**config.mk**
```make
export PLATFORM = sky130hd
export DESIGN_NAME = irq_claim_arbiter
export DESIGN_NICKNAME = d
export VERILOG_FILES = /design/src/rtl/irq_arb_pkg.sv /design/src/rtl/irq_arb_ctrl.sv /design/src/rtl/irq_arb_datapath.sv /design/src/rtl/irq_claim_arbiter.sv
export SDC_FILE = /design/constraint.sdc
export NUM_CORES = 1
export LEC_CHECK = 0
export BUFFER_PORTS_ARGS = -buffer_cell sky130_fd_sc_hd__buf_4
export CAP_MARGIN = 20
export CORE_UTILIZATION = 60
export CTS_BUF_LIST = sky130_fd_sc_hd__clkbuf_16
export DETAILED_ROUTE_END_ITERATION = 8
export PLACE_DENSITY = 0.89
export SETUP_SLACK_MARGIN = 0.2
export SLEW_MARGIN = 10
export SYNTH_ARGS = -nofsm -noshare
export SYNTH_HDL_FRONTEND = slang
export SYNTH_SLANG_ARGS = --single-unit
export TNS_END_PERCENT = 5
```
**constraint.sdc**
```tcl
create_clock -name clk -period 38.8 [get_ports clk]
set_input_delay 1.94 -clock clk [delete_from_list [all_inputs] [get_ports clk]]
set_output_delay 1.94 -clock clk [all_outputs]
set_load 0.02 [all_outputs]
```
**src/rtl/irq_arb_pkg.sv**
```systemverilog
package irq_arb_pkg;
  // Validated strobes from control to datapath
  typedef struct packed {
    logic claimFire;
    logic compFire;
    logic thrFire;
    logic prioFire;
    logic enFire;
  } arb_strobe_t;
endpackage

```
**src/rtl/irq_arb_ctrl.sv**
```systemverilog
module irq_arb_ctrl
  import irq_arb_pkg::*;
#(
  parameter int NUM_SRC  = 16,
  parameter int MAX_PRIO = 7,
  parameter int SRC_W    = $clog2(NUM_SRC)
) (
  input  logic             claimReq,
  input  logic [SRC_W-1:0] winId,
  input  logic             compReq,
  input  logic [7:0]       compId,
  input  logic             thrWrEn,
  input  logic [7:0]       thrWrData,
  input  logic             prioWrEn,
  input  logic             enWrEn,
  output arb_strobe_t      strobe
);
  localparam logic [7:0] SRC_LIM  = 8'(NUM_SRC);
  localparam logic [7:0] PRIO_LIM = 8'(MAX_PRIO);

  always_comb begin
    strobe.claimFire = claimReq && (winId != '0);
    strobe.compFire  = compReq && (compId < SRC_LIM);
    strobe.thrFire   = thrWrEn && (thrWrData <= PRIO_LIM);
    strobe.prioFire  = prioWrEn;
    strobe.enFire    = enWrEn;
  end
endmodule

```
**src/rtl/irq_arb_datapath.sv**
```systemverilog
module irq_arb_datapath
  import irq_arb_pkg::*;
#(
  parameter int NUM_SRC  = 16,
  parameter int NUM_CTX  = 2,
  parameter int MAX_PRIO = 7,
  parameter int SRC_W    = $clog2(NUM_SRC),
  parameter int CTX_W    = (NUM_CTX > 1) ? $clog2(NUM_CTX) : 1
) (
  input  logic               clk,
  input  logic               rstN,
  input  arb_strobe_t        strobe,
  input  logic [NUM_SRC-1:0] srcLevel,
  input  logic [SRC_W-1:0]   prioWrId,
  input  logic [7:0]         prioWrData,
  input  logic [CTX_W-1:0]   enWrCtx,
  input  logic [NUM_SRC-1:0] enWrMask,
  input  logic               thrWrEn,
  input  logic [CTX_W-1:0]   thrWrCtx,
  input  logic [7:0]         thrWrData,
  input  logic               claimReq,
  input  logic [CTX_W-1:0]   claimCtx,
  input  logic               compReq,
  input  logic [7:0]         compId,
  output logic [SRC_W-1:0]   winId,
  output logic [NUM_CTX-1:0] ctxIrq
);
  localparam logic [2:0] TOP_PRIO = 3'(MAX_PRIO);

  logic [NUM_SRC-1:0]              pendQ, busyQ;
  logic [NUM_CTX-1:0][NUM_SRC-1:0] enQ;
  logic [NUM_SRC-1:0][2:0]         prioQ;
  logic [NUM_CTX-1:0][2:0]         thrQ;
  logic [NUM_CTX-1:0]              irqQ;
  logic [NUM_CTX-1:0]              irqNext;
  logic [NUM_SRC-1:0]              liveSet;

  assign liveSet = pendQ & ~busyQ;

  // Per-context request: any eligible source strictly above threshold
  for (genvar c = 0; c < NUM_CTX; c++) begin : g_ctx
    always_comb begin
      irqNext[c] = 1'b0;
      for (int i = 1; i < NUM_SRC; i++)
        if (liveSet[i] && enQ[c][i] && (prioQ[i] > thrQ[c])) irqNext[c] = 1'b1;
    end
    // a threshold at the top priority can never be beaten
    p_top_thr_silent_r2: assert property (@(posedge clk) disable iff (!rstN)
      (thrQ[c] == TOP_PRIO) |=> !ctxIrq[c]);
  end

  // Claim winner for the requesting context; strict '>' keeps the lowest ID on ties
  always_comb begin
    logic [2:0] bestPrio;
    bestPrio = thrQ[claimCtx];
    winId    = '0;
    for (int i = 1; i < NUM_SRC; i++)
      if (liveSet[i] && enQ[claimCtx][i] && (prioQ[i] > bestPrio)) begin
        bestPrio = prioQ[i];
        winId    = SRC_W'(i);
      end
  end

  always_ff @(posedge clk or negedge rstN) begin
    if (!rstN) begin
      pendQ <= '0;
      busyQ <= '0;
      enQ   <= '0;
      prioQ <= '0;
      thrQ  <= '0;
      irqQ  <= '0;
    end else begin
      pendQ    <= srcLevel;
      pendQ[0] <= 1'b0;
      if (strobe.claimFire) pendQ[winId] <= 1'b0;
      if (strobe.compFire)  busyQ[compId[SRC_W-1:0]] <= 1'b0;
      if (strobe.claimFire) busyQ[winId] <= 1'b1;
      if (strobe.enFire)    enQ[enWrCtx] <= enWrMask;
      if (strobe.prioFire)  prioQ[prioWrId] <= prioWrData[2:0];
      if (strobe.thrFire)   thrQ[thrWrCtx] <= thrWrData[2:0];
      irqQ <= irqNext;
    end
  end

  assign ctxIrq = irqQ;

  // claim moves the winner from pending to in-service in one edge
  p_claim_moves_r5: assert property (@(posedge clk) disable iff (!rstN)
    strobe.claimFire |=> (busyQ[$past(winId)] && !pendQ[$past(winId)]));
  // an empty claim changes no in-service bit
  p_empty_claim_r4: assert property (@(posedge clk) disable iff (!rstN)
    (claimReq && winId == '0 && !compReq) |=> $stable(busyQ));
  // an out-of-range completion is ignored
  p_comp_ignored_r6: assert property (@(posedge clk) disable iff (!rstN)
    (compReq && compId >= 8'(NUM_SRC) && !claimReq) |=> $stable(busyQ));
  // an over-range threshold write keeps the old thresholds
  p_thr_reject_r8: assert property (@(posedge clk) disable iff (!rstN)
    (thrWrEn && thrWrData > 8'(MAX_PRIO)) |=> $stable(thrQ));
  // a returned winner is eligible for the claiming context
  p_win_eligible_r1: assert property (@(posedge clk) disable iff (!rstN)
    (winId != '0) |-> (pendQ[winId] && !busyQ[winId] && enQ[claimCtx][winId]));
  // reserved source 0 is never pending
  p_src0_idle_r4: assert property (@(posedge clk) disable iff (!rstN) !pendQ[0]);
endmodule

```
**src/rtl/irq_claim_arbiter.sv**
```systemverilog
module irq_claim_arbiter
  import irq_arb_pkg::*;
#(
  parameter int NUM_SRC  = 16,
  parameter int NUM_CTX  = 2,
  parameter int MAX_PRIO = 7,
  localparam int SRC_W   = $clog2(NUM_SRC),
  localparam int CTX_W   = (NUM_CTX > 1) ? $clog2(NUM_CTX) : 1
) (
  input  logic               clk,
  input  logic               rstN,
  input  logic [NUM_SRC-1:0] srcLevel,
  input  logic               prioWrEn,
  input  logic [SRC_W-1:0]   prioWrId,
  input  logic [7:0]         prioWrData,
  input  logic               enWrEn,
  input  logic [CTX_W-1:0]   enWrCtx,
  input  logic [NUM_SRC-1:0] enWrMask,
  input  logic               thrWrEn,
  input  logic [CTX_W-1:0]   thrWrCtx,
  input  logic [7:0]         thrWrData,
  input  logic               claimReq,
  input  logic [CTX_W-1:0]   claimCtx,
  output logic [SRC_W-1:0]   claimId,
  input  logic               compReq,
  input  logic [7:0]         compId,
  output logic [NUM_CTX-1:0] ctxIrq
);
  arb_strobe_t      strobe;
  logic [SRC_W-1:0] winId;

  irq_arb_ctrl #(.NUM_SRC(NUM_SRC), .MAX_PRIO(MAX_PRIO), .SRC_W(SRC_W)) u_ctrl (
    .claimReq(claimReq), .winId(winId), .compReq(compReq), .compId(compId),
    .thrWrEn(thrWrEn), .thrWrData(thrWrData), .prioWrEn(prioWrEn),
    .enWrEn(enWrEn), .strobe(strobe)
  );

  irq_arb_datapath #(.NUM_SRC(NUM_SRC), .NUM_CTX(NUM_CTX), .MAX_PRIO(MAX_PRIO),
                     .SRC_W(SRC_W), .CTX_W(CTX_W)) u_dp (
    .clk(clk), .rstN(rstN), .strobe(strobe), .srcLevel(srcLevel),
    .prioWrId(prioWrId), .prioWrData(prioWrData),
    .enWrCtx(enWrCtx), .enWrMask(enWrMask),
    .thrWrEn(thrWrEn), .thrWrCtx(thrWrCtx), .thrWrData(thrWrData),
    .claimReq(claimReq), .claimCtx(claimCtx),
    .compReq(compReq), .compId(compId),
    .winId(winId), .ctxIrq(ctxIrq)
  );

  assign claimId = claimReq ? winId : '0;
endmodule

```
==> run_results.csv, run 1 <==
group,metric,value,unit
synthesis,avgSynthCellArea,9.59,um^2
power,total_power,0.000719,W
detailed_routing,postRouteAntennaNets,0,
floorplan,design.die.area,15900,um^2
critical_path,critPathMaxFanout,24,
floorplan,num_rows,45,
power,switching_power,0.000321,W
sta,fmax,0.0347,GHz
synthesis,yosysTopAreaCell,"dfrtp_1",
worst_hold_path,min_to,"u_dp.busyQ[13]",
synthesis,ys_seq_elements,113,
clock_tree,cts_buffers,17,
critical_path,crit-reg2reg-launch,"u_dp.thrQ[3]",
synthesis,synthAdderAreaFrac,0.158,
run,max_cap_violations,0,
detailed_routing,drc_errors,0,
clock_tree,cts_setup_buffers,0,
worst_hold_path,min_from,"u_dp.busyQ[13]",
grt,grt_pass1_vias,8798,
detailed_routing,drtIter0Drc,1026,
clock_tree,cts.path.max_buffers,2,
power,p_leak,4.72,nW
synthesis,synth_simple_gate_area_frac,0.192,
synthesis,syn_inst,966,
floorplan,die_w,126,um
cells_and_area,drive_gt1_frac,0.202,
synthesis,synth_edf_count,0,
synthesis,synth_cell_types,92,
clock_tree,post_cts_resized,0,
sta,tightest_slew,0.951,ns
synthesis,synth_top_family_by_area,"compound AO/OA/AOI/OAI gates",
cells_and_area,syn_to_final_growth,13.9,%
synthesis,synth_area,9270,um^2
sta,rsz0062_at_grt,"no",
grt,grt_util_all_layers,0.369,
cells_and_area,nNetsFinal,1225,
placed_design,place_area,9970,um^2
critical_path,cpPeakStageDelay,0.62,ns
power,p_int,0.000398,W
worst_hold_path,worstHoldPathType,"register to register",
clock_tree,cts_tree,"built",
clock_tree,insertion_delay,0.42,ns
power,p_sw_frac,0.446,
detailed_routing,wl,28900,um
clock_tree,htree_levels,4,
synthesis,synth.area.top_cells,"dfrtp_1 (31%), ha_1 (15%), mux2_2 (9.2%), nor2b_1 (3.9%), o21a_1 (3.7%)",
critical_path,r2r-end,"u_dp.pendQ[1]",
placed_design,dp_slack,11.00,ns
floorplan,core_area,15100,um^2
clock_tree,cts_sinks,113,
synthesis,synth_top_area_frac,0.305,
grt,grt_max_degree,73,
grt,antenna_found_initial,1,
synthesis,synth_xor_area_frac,0,
cells_and_area,final_area,10600,um^2
sta,hold_violations,0,
synthesis,synth_mux_area_frac,0.113,
sta,clock_skew,0.00808,ns
sta,fin_crit_sh,0.744,
detailed_routing,wl_per_cell,23.2,um
critical_path,cp-end-kind,"primary output",
sta,timing.final.ws_setup,9.94,ns
critical_path,r2r_slack,13.28,ns
critical_path,startpoint_type,"primary input",
synthesis,synthesis.nets,1147,
clock_tree,root_buffer,"clkbuf_16",
synthesis,async_reset_ff_frac,1.00,
detailed_routing,vias,8819,
critical_path,crit_top_cell,"ha_1",
floorplan,start_util,0.612,
floorplan,pin_count,76,
floorplan,die_h,126,um
grt,grt_first_pass_wirelength,45000,um
placed_design,hpwl,20200,um
synthesis,synth_flop_cell,"dfrtp_1",
synthesis,ys_warn_count,0,
detailed_routing,first_pass_iters,6,
cells_and_area,fillCellCount,1042,
sta,setup_viol,0,
power,worst_ir_drop_vdd,49.2,uV
critical_path,worstPathRequired,36.86,ns
sta,layout_min_cycle_time,28.86,ns
power,pwr-share-clk,0.215,
sta,slew-limit-headroom,0.365,
outcome,status,"completed",
power,seqPwrFrac,0.246,
cells_and_area,final_util,0.697,
synthesis,synth_compound_area_frac,0.210,
critical_path,critPathArrivalTime,26.92,ns
clock_tree,clkTransAtPathRegs,0.05,ns
sta,drv_slew,0,
grt,grt-ovfl-total,0,
placed_design,portBuffers,68,
sta,setup_tns,0,ns
power,powerDensity,68.1,nW/um^2
clock_tree,cts_hold_buffers,0,
power,combinationalPowerShare,0.539,
synthesis,yosysSeqAreaShare,0.305,
detailed_routing,via_per_inst,7.08,
critical_path,critical_path_class,"primary input to primary output",
critical_path,rr_worst_depth,100,
placed_design,gp_congestion,0.948,
critical_path,cp_slowest_cell,"nor3b_1",
worst_hold_path,min_path_cells,2,
==> critical path, delay by kind of cell <==
kind | cells | cell delay (ns)
muxes | 10 | 3.41
adders and majority gates | 21 | 6.74
and+or+nand+nor | 32 | 5.56
AOI/OAI and AO/OA | 35 | 8.38
buffers and inverters | 4 | 0.84
==> cells in the mapped netlist, types with 3 or more instances <==
| library cell | n |
|---|---|
| a211o_1 | 5 |
| a211oi_1 | 3 |
| a21boi_0 | 3 |
| a21o_1 | 8 |
| a21oi_1 | 21 |
| a221oi_1 | 3 |
| a31oi_1 | 10 |
| and2_1 | 15 |
| and3_1 | 8 |
| and4_1 | 3 |
| clkbuf_1 | 8 |
| dfrtp_1 | 113 |
| ha_1 | 111 |
| inv_1 | 37 |
| maj3_1 | 6 |
| mux2_2 | 76 |
| mux2i_1 | 15 |
| nand2_1 | 73 |
| nand2b_1 | 12 |
| nand3_1 | 46 |
| nand3b_1 | 3 |
| nand4_1 | 13 |
| nor2_1 | 53 |
| nor2b_1 | 58 |
| nor3_1 | 12 |
| nor3b_1 | 3 |
| nor4_1 | 4 |
| o2111ai_1 | 33 |
| o211ai_1 | 6 |
| o21a_1 | 46 |
| o21ai_0 | 62 |
| o21ai_1 | 4 |
| o221a_2 | 3 |
| o221ai_1 | 3 |
| o22a_1 | 3 |
| o31ai_1 | 3 |
| or2_2 | 6 |
| or3_1 | 9 |
==> power groups by stage <==
| stage | sequential, W | clock [W] | combinational (W) |
|---|---|---|---|
| after floorplan | 0.000166 | 0 | 0.000265 |
| after global placement | 0.000174 | 0 | 0.000341 |
| after detailed placement | 0.000176 | 0 | 0.000358 |
| after CTS | 0.000175 | 0.000154 | 0.000374 |
| after global routing | 0.000179 | 0.000159 | 0.000417 |
| final | 0.000177 | 0.000155 | 0.000387 |
==> metrics by stage <==
stage               hold WS [ns]  instances
finish                     0.511       1246
global route               0.544       1245
CTS                        0.511       1244
detailed placement         0.497       1213
global placement           0.489       1213
floorplan                  0.470        966
==> area by class of cell <==
| class | instances | area (um^2) | share of cell area |
|---|---|---|---|
| clock buffer | 17 | 425 | 0.0403 |
| multi-input combinational | 804 | 6240 | 0.591 |
| clock inverter | 14 | 149 | 0.0141 |
| timing repair buffer | 71 | 533 | 0.0505 |
| tap | 188 | 235 | 0.0223 |
| inverter | 37 | 139 | 0.0132 |
| sequential | 113 | 2830 | 0.268 |
| antenna | 2 | 5.00 | 0.000474 |
==> sequential cells by signal (all words and copies together), names as in the netlist <==
name	flops
u_dp.ctxIrq	2
u_dp.pendQ	15
u_dp.busyQ	15
u_dp.enQ	30
u_dp.prioQ	45
u_dp.thrQ	6
==> routing by layer <==
layer | vias to the layer above | track usage | routed length, um
li1 | 3836 | - | -
met1 | 4188 | 0.453 | 11100
met2 | 621 | 0.599 | 13200
met3 | 174 | 0.0680 | 2750
met4 | 0 | 0.239 | 1790
met5 | - | 0 | 0
==> logic make-up (layout without fill, tap and decap cells) <==
group / Yosys count / in the layout
AO/OA/AOI/OAI: 258 / 258
adder cells (fa/ha/maj): 118 / 118
buffers and inverters: 49 / 139
flip-flops: 113 / 113
multiplexers: 94 / 94
other: 0 / 2
AND/OR/NAND/NOR: 334 / 334
==> placed cells by master (no fill, tap or decap), types with 13 or more instances in the layout <==
cell type,netlist,layout
and2_1,15,15
o21a_1,46,46
o21ai_0,62,62
o2111ai_1,33,33
clkbuf_16,0,17
nand3_1,46,46
inv_1,37,38
nor2b_1,58,58
dfrtp_1,113,113
nand2_1,73,73
nand4_1,13,13
buf_4,1,71
mux2i_1,15,15
mux2_2,76,76
nor2_1,53,53
a21oi_1,21,21
ha_1,111,111
==> worst max path at each step <==
stage                     depth (start not counted)          to      from
after floorplan                                 103  claimId[3]  claimCtx
after global placement                          102  claimId[3]  claimCtx
after detailed placement                        102  claimId[3]  claimCtx
after CTS                                       102  claimId[3]  claimCtx
after global routing                            103  claimId[3]  claimCtx
final                                           102  claimId[3]  claimCtx
Power figures use the tool's default switching activity.
==> run 2, diff against run 1 <==
--- a/config.mk
+++ b/config.mk
@@ -7,10 +7,10 @@
 export LEC_CHECK = 0
 export BUFFER_PORTS_ARGS = -buffer_cell sky130_fd_sc_hd__buf_4
 export CAP_MARGIN = 20
-export CORE_UTILIZATION = 60
+export CORE_UTILIZATION = 56
 export CTS_BUF_LIST = sky130_fd_sc_hd__clkbuf_16
 export DETAILED_ROUTE_END_ITERATION = 8
-export PLACE_DENSITY = 0.89
+export PLACE_DENSITY = 0.87
 export SETUP_SLACK_MARGIN = 0.2
 export SLEW_MARGIN = 10
 export SYNTH_ARGS = -nofsm -noshare
==> constraint.sdc (replaced) <==
create_clock -name clk -period 25.4 [get_ports clk]
set_input_delay 1.27 -clock clk [delete_from_list [all_inputs] [get_ports clk]]
set_output_delay 1.27 -clock clk [all_outputs]
set_load 0.02 [all_outputs]
==> run 2 against run 1 <==
  * First-iteration DRC count rose by 12%
  * Total power rose by 60%
  * Core utilization fell by 1.5 points
  * Worst setup slack got worse by 9.0 ns
  * Critical path depth rose by 2
  * Clock skew fell by 0.0012 ns
  * Non-clock buffer count rose by 21
  * Critical path type unchanged
==> run_results.csv, run 2 (synthesis results as in run 1) <==
group,metric,value,unit
cells_and_area,final_common_cell,"dfrtp_1",
worst_hold_path,worstHoldPathType,"register to register",
cells_and_area,seqCellArea,2830,um^2
critical_path,r2r_slack,2.32,ns
floorplan,num_rows,46,
clock_tree,cts_sinks,113,
cells_and_area,final_area,10900,um^2
clock_tree,cts_buffers,17,
run,max_cap_violations,0,
sta,hold_violations,0,
placed_design,portBuffers,68,
critical_path,crit_top_cell,"ha_1",
detailed_routing,wl_per_cell,22.6,um
clock_tree,htree_levels,4,
floorplan,pin_count,76,
placed_design,place_area,10100,um^2
floorplan,die_w,131,um
cells_and_area,fillCellCount,1137,
sta,clock_skew,0.00683,ns
sta,setup_viol,0,
power,worst_ir_drop_vdd,82.7,uV
detailed_routing,wl,29200,um
placed_design,place_inst,1252,
critical_path,cpPeakStageDelay,0.40,ns
grt,grt_max_degree,65,
clock_tree,clkTransAtPathRegs,0.05,ns
cells_and_area,final_util,0.682,
cells_and_area,multi_input_area,6380,um^2
sta,slew-limit-headroom,0.385,
grt,grt_util_all_layers,0.348,
sta,fin_crit_sh,0.963,
critical_path,worstPathRequired,24.13,ns
power,p_leak,4.86,nW
power,powerDensity,106,nW/um^2
cells_and_area,drive_gt1_frac,0.238,
detailed_routing,first_pass_iters,5,
sta,layout_min_cycle_time,24.46,ns
cells_and_area,antennaDiodeCount,0,
outcome,status,"completed",
placed_design,gp_congestion,0.932,
floorplan,design.die.area,17100,um^2
grt,grt_pass1_vias,8530,
sta,tightest_slew,0.920,ns
critical_path,critPathMaxFanout,15,
clock_tree,root_buffer,"clkbuf_16",
critical_path,critPathArrivalTime,23.19,ns
clock_tree,cts_tree,"built",
critical_path,worst-path-stages,104,
cells_and_area,stdcell_count,1293,
grt,antenna_found_initial,1,
cells_and_area,regMostFlops,"u_dp.prioQ",
critical_path,cp_slowest_cell,"mux2_2",
detailed_routing,vias,8858,
cells_and_area,syn_to_final_growth,17.7,%
sta,drv_slew,0,
floorplan,start_util,0.579,
detailed_routing,postRouteAntennaNets,0,
detailed_routing,via_per_inst,6.85,
clock_tree,cts.path.max_buffers,2,
floorplan,core_area,16000,um^2
worst_hold_path,min_path_cells,2,
critical_path,startpoint_type,"primary input",
critical_path,rr_worst_depth,102,
detailed_routing,drc_errors,0,
grt,grt_first_pass_wirelength,44600,um
floorplan,die_h,131,um
placed_design,hpwl,20200,um
sta,fmax,0.0409,GHz
critical_path,critical_path_class,"primary input to primary output",
cells_and_area,nNetsFinal,1246,
cells_and_area,top_regs,"u_dp.prioQ x45, u_dp.enQ x30",
critical_path,crit_family,"adder cells",
cells_and_area,final_cell_mix,"dfrtp_1 (113), ha_1 (111), buf_4 (91)",
detailed_routing,drtIter0Drc,1149,
cells_and_area,largest_reg_flops,45,
grt,grt-ovfl-total,0,
clock_tree,insertion_delay,0.43,ns
critical_path,cp-end-kind,"primary output",
sta,setup_tns,0,ns
critical_path,cp_num_buf_inv,6,
## run 2: worst register-to-register path: cells and delay by family, from the launching register on
kind / cells / cell delay [ns]
fa+ha+maj: 21 / 6.46
compound gates: 29 / 6.38
simple gates: 38 / 5.22
mux: 10 / 3.62
flops: 1 / 0.71
buf+inv: 4 / 0.57
## run 2: report_power, final
| group | total, W | switching (W) | internal, W |
|---|---|---|---|
| registers | 0.000271 | 0.0000486 | 0.000222 |
| logic | 0.000633 | 0.000371 | 0.000262 |
| clock network | 0.000250 | 0.0000892 | 0.000161 |
| total | 0.00115 | 0.000509 | 0.000645 |
## run 2: path summary, 6_finish.rpt
check / start / end
worst min-delay path: u_dp.busyQ[13] / u_dp.busyQ[13]
max in group asynchronous: rstN / u_dp.enQ[12]
min in group asynchronous: rstN / u_dp.busyQ[3]
worst max register to register: u_dp.thrQ[3] / u_dp.pendQ[4]
worst min register to register: u_dp.busyQ[13] / u_dp.busyQ[13]
worst max-delay path: claimCtx / claimId[2]
## run 2: layer usage
layer | up-vias | wire length (um) | global-route usage
li1 | 3881 | - | -
met1 | 4239 | 11400 | 0.446
met2 | 572 | 13200 | 0.543
met3 | 164 | 2790 | 0.0745
met4 | 2 | 1790 | 0.201
met5 | - | 11 | 0
## run 2: final cells by class
cell class / instances / area share
tap: 216 / 0.0248
clock buffer: 17 / 0.0390
timing repair buffer: 92 / 0.0640
multi-input combinational: 804 / 0.585
sequential: 113 / 0.259
clock inverter: 14 / 0.0157
inverter: 37 / 0.0127
## run 2: per-stage QoR
step | setup WS [ns] | hold WS [ns] | total power, W
3_3_place_gp | 0.768 | 0.488 | 0.000797
3_5_place_dp | 0.403 | 0.507 | 0.000823
5_1_grt | -0.000306 | 0.530 | 0.00122
6_report | 0.944 | 0.519 | 0.00115
4_1_cts | 0.231 | 0.520 | 0.00108
2_1_floorplan | 1.72 | 0.470 | 0.000658
## run 2: timing repair
item / 4_1_cts / 5_1_grt
pin swaps: 0 / 8
gates resized for setup: 2 / 34
buffers inserted: 0 / 10
hold buffers: 0 / 0
hold endpoints to repair: 0 / 0
endpoints found under the setup margin: 2 / 26
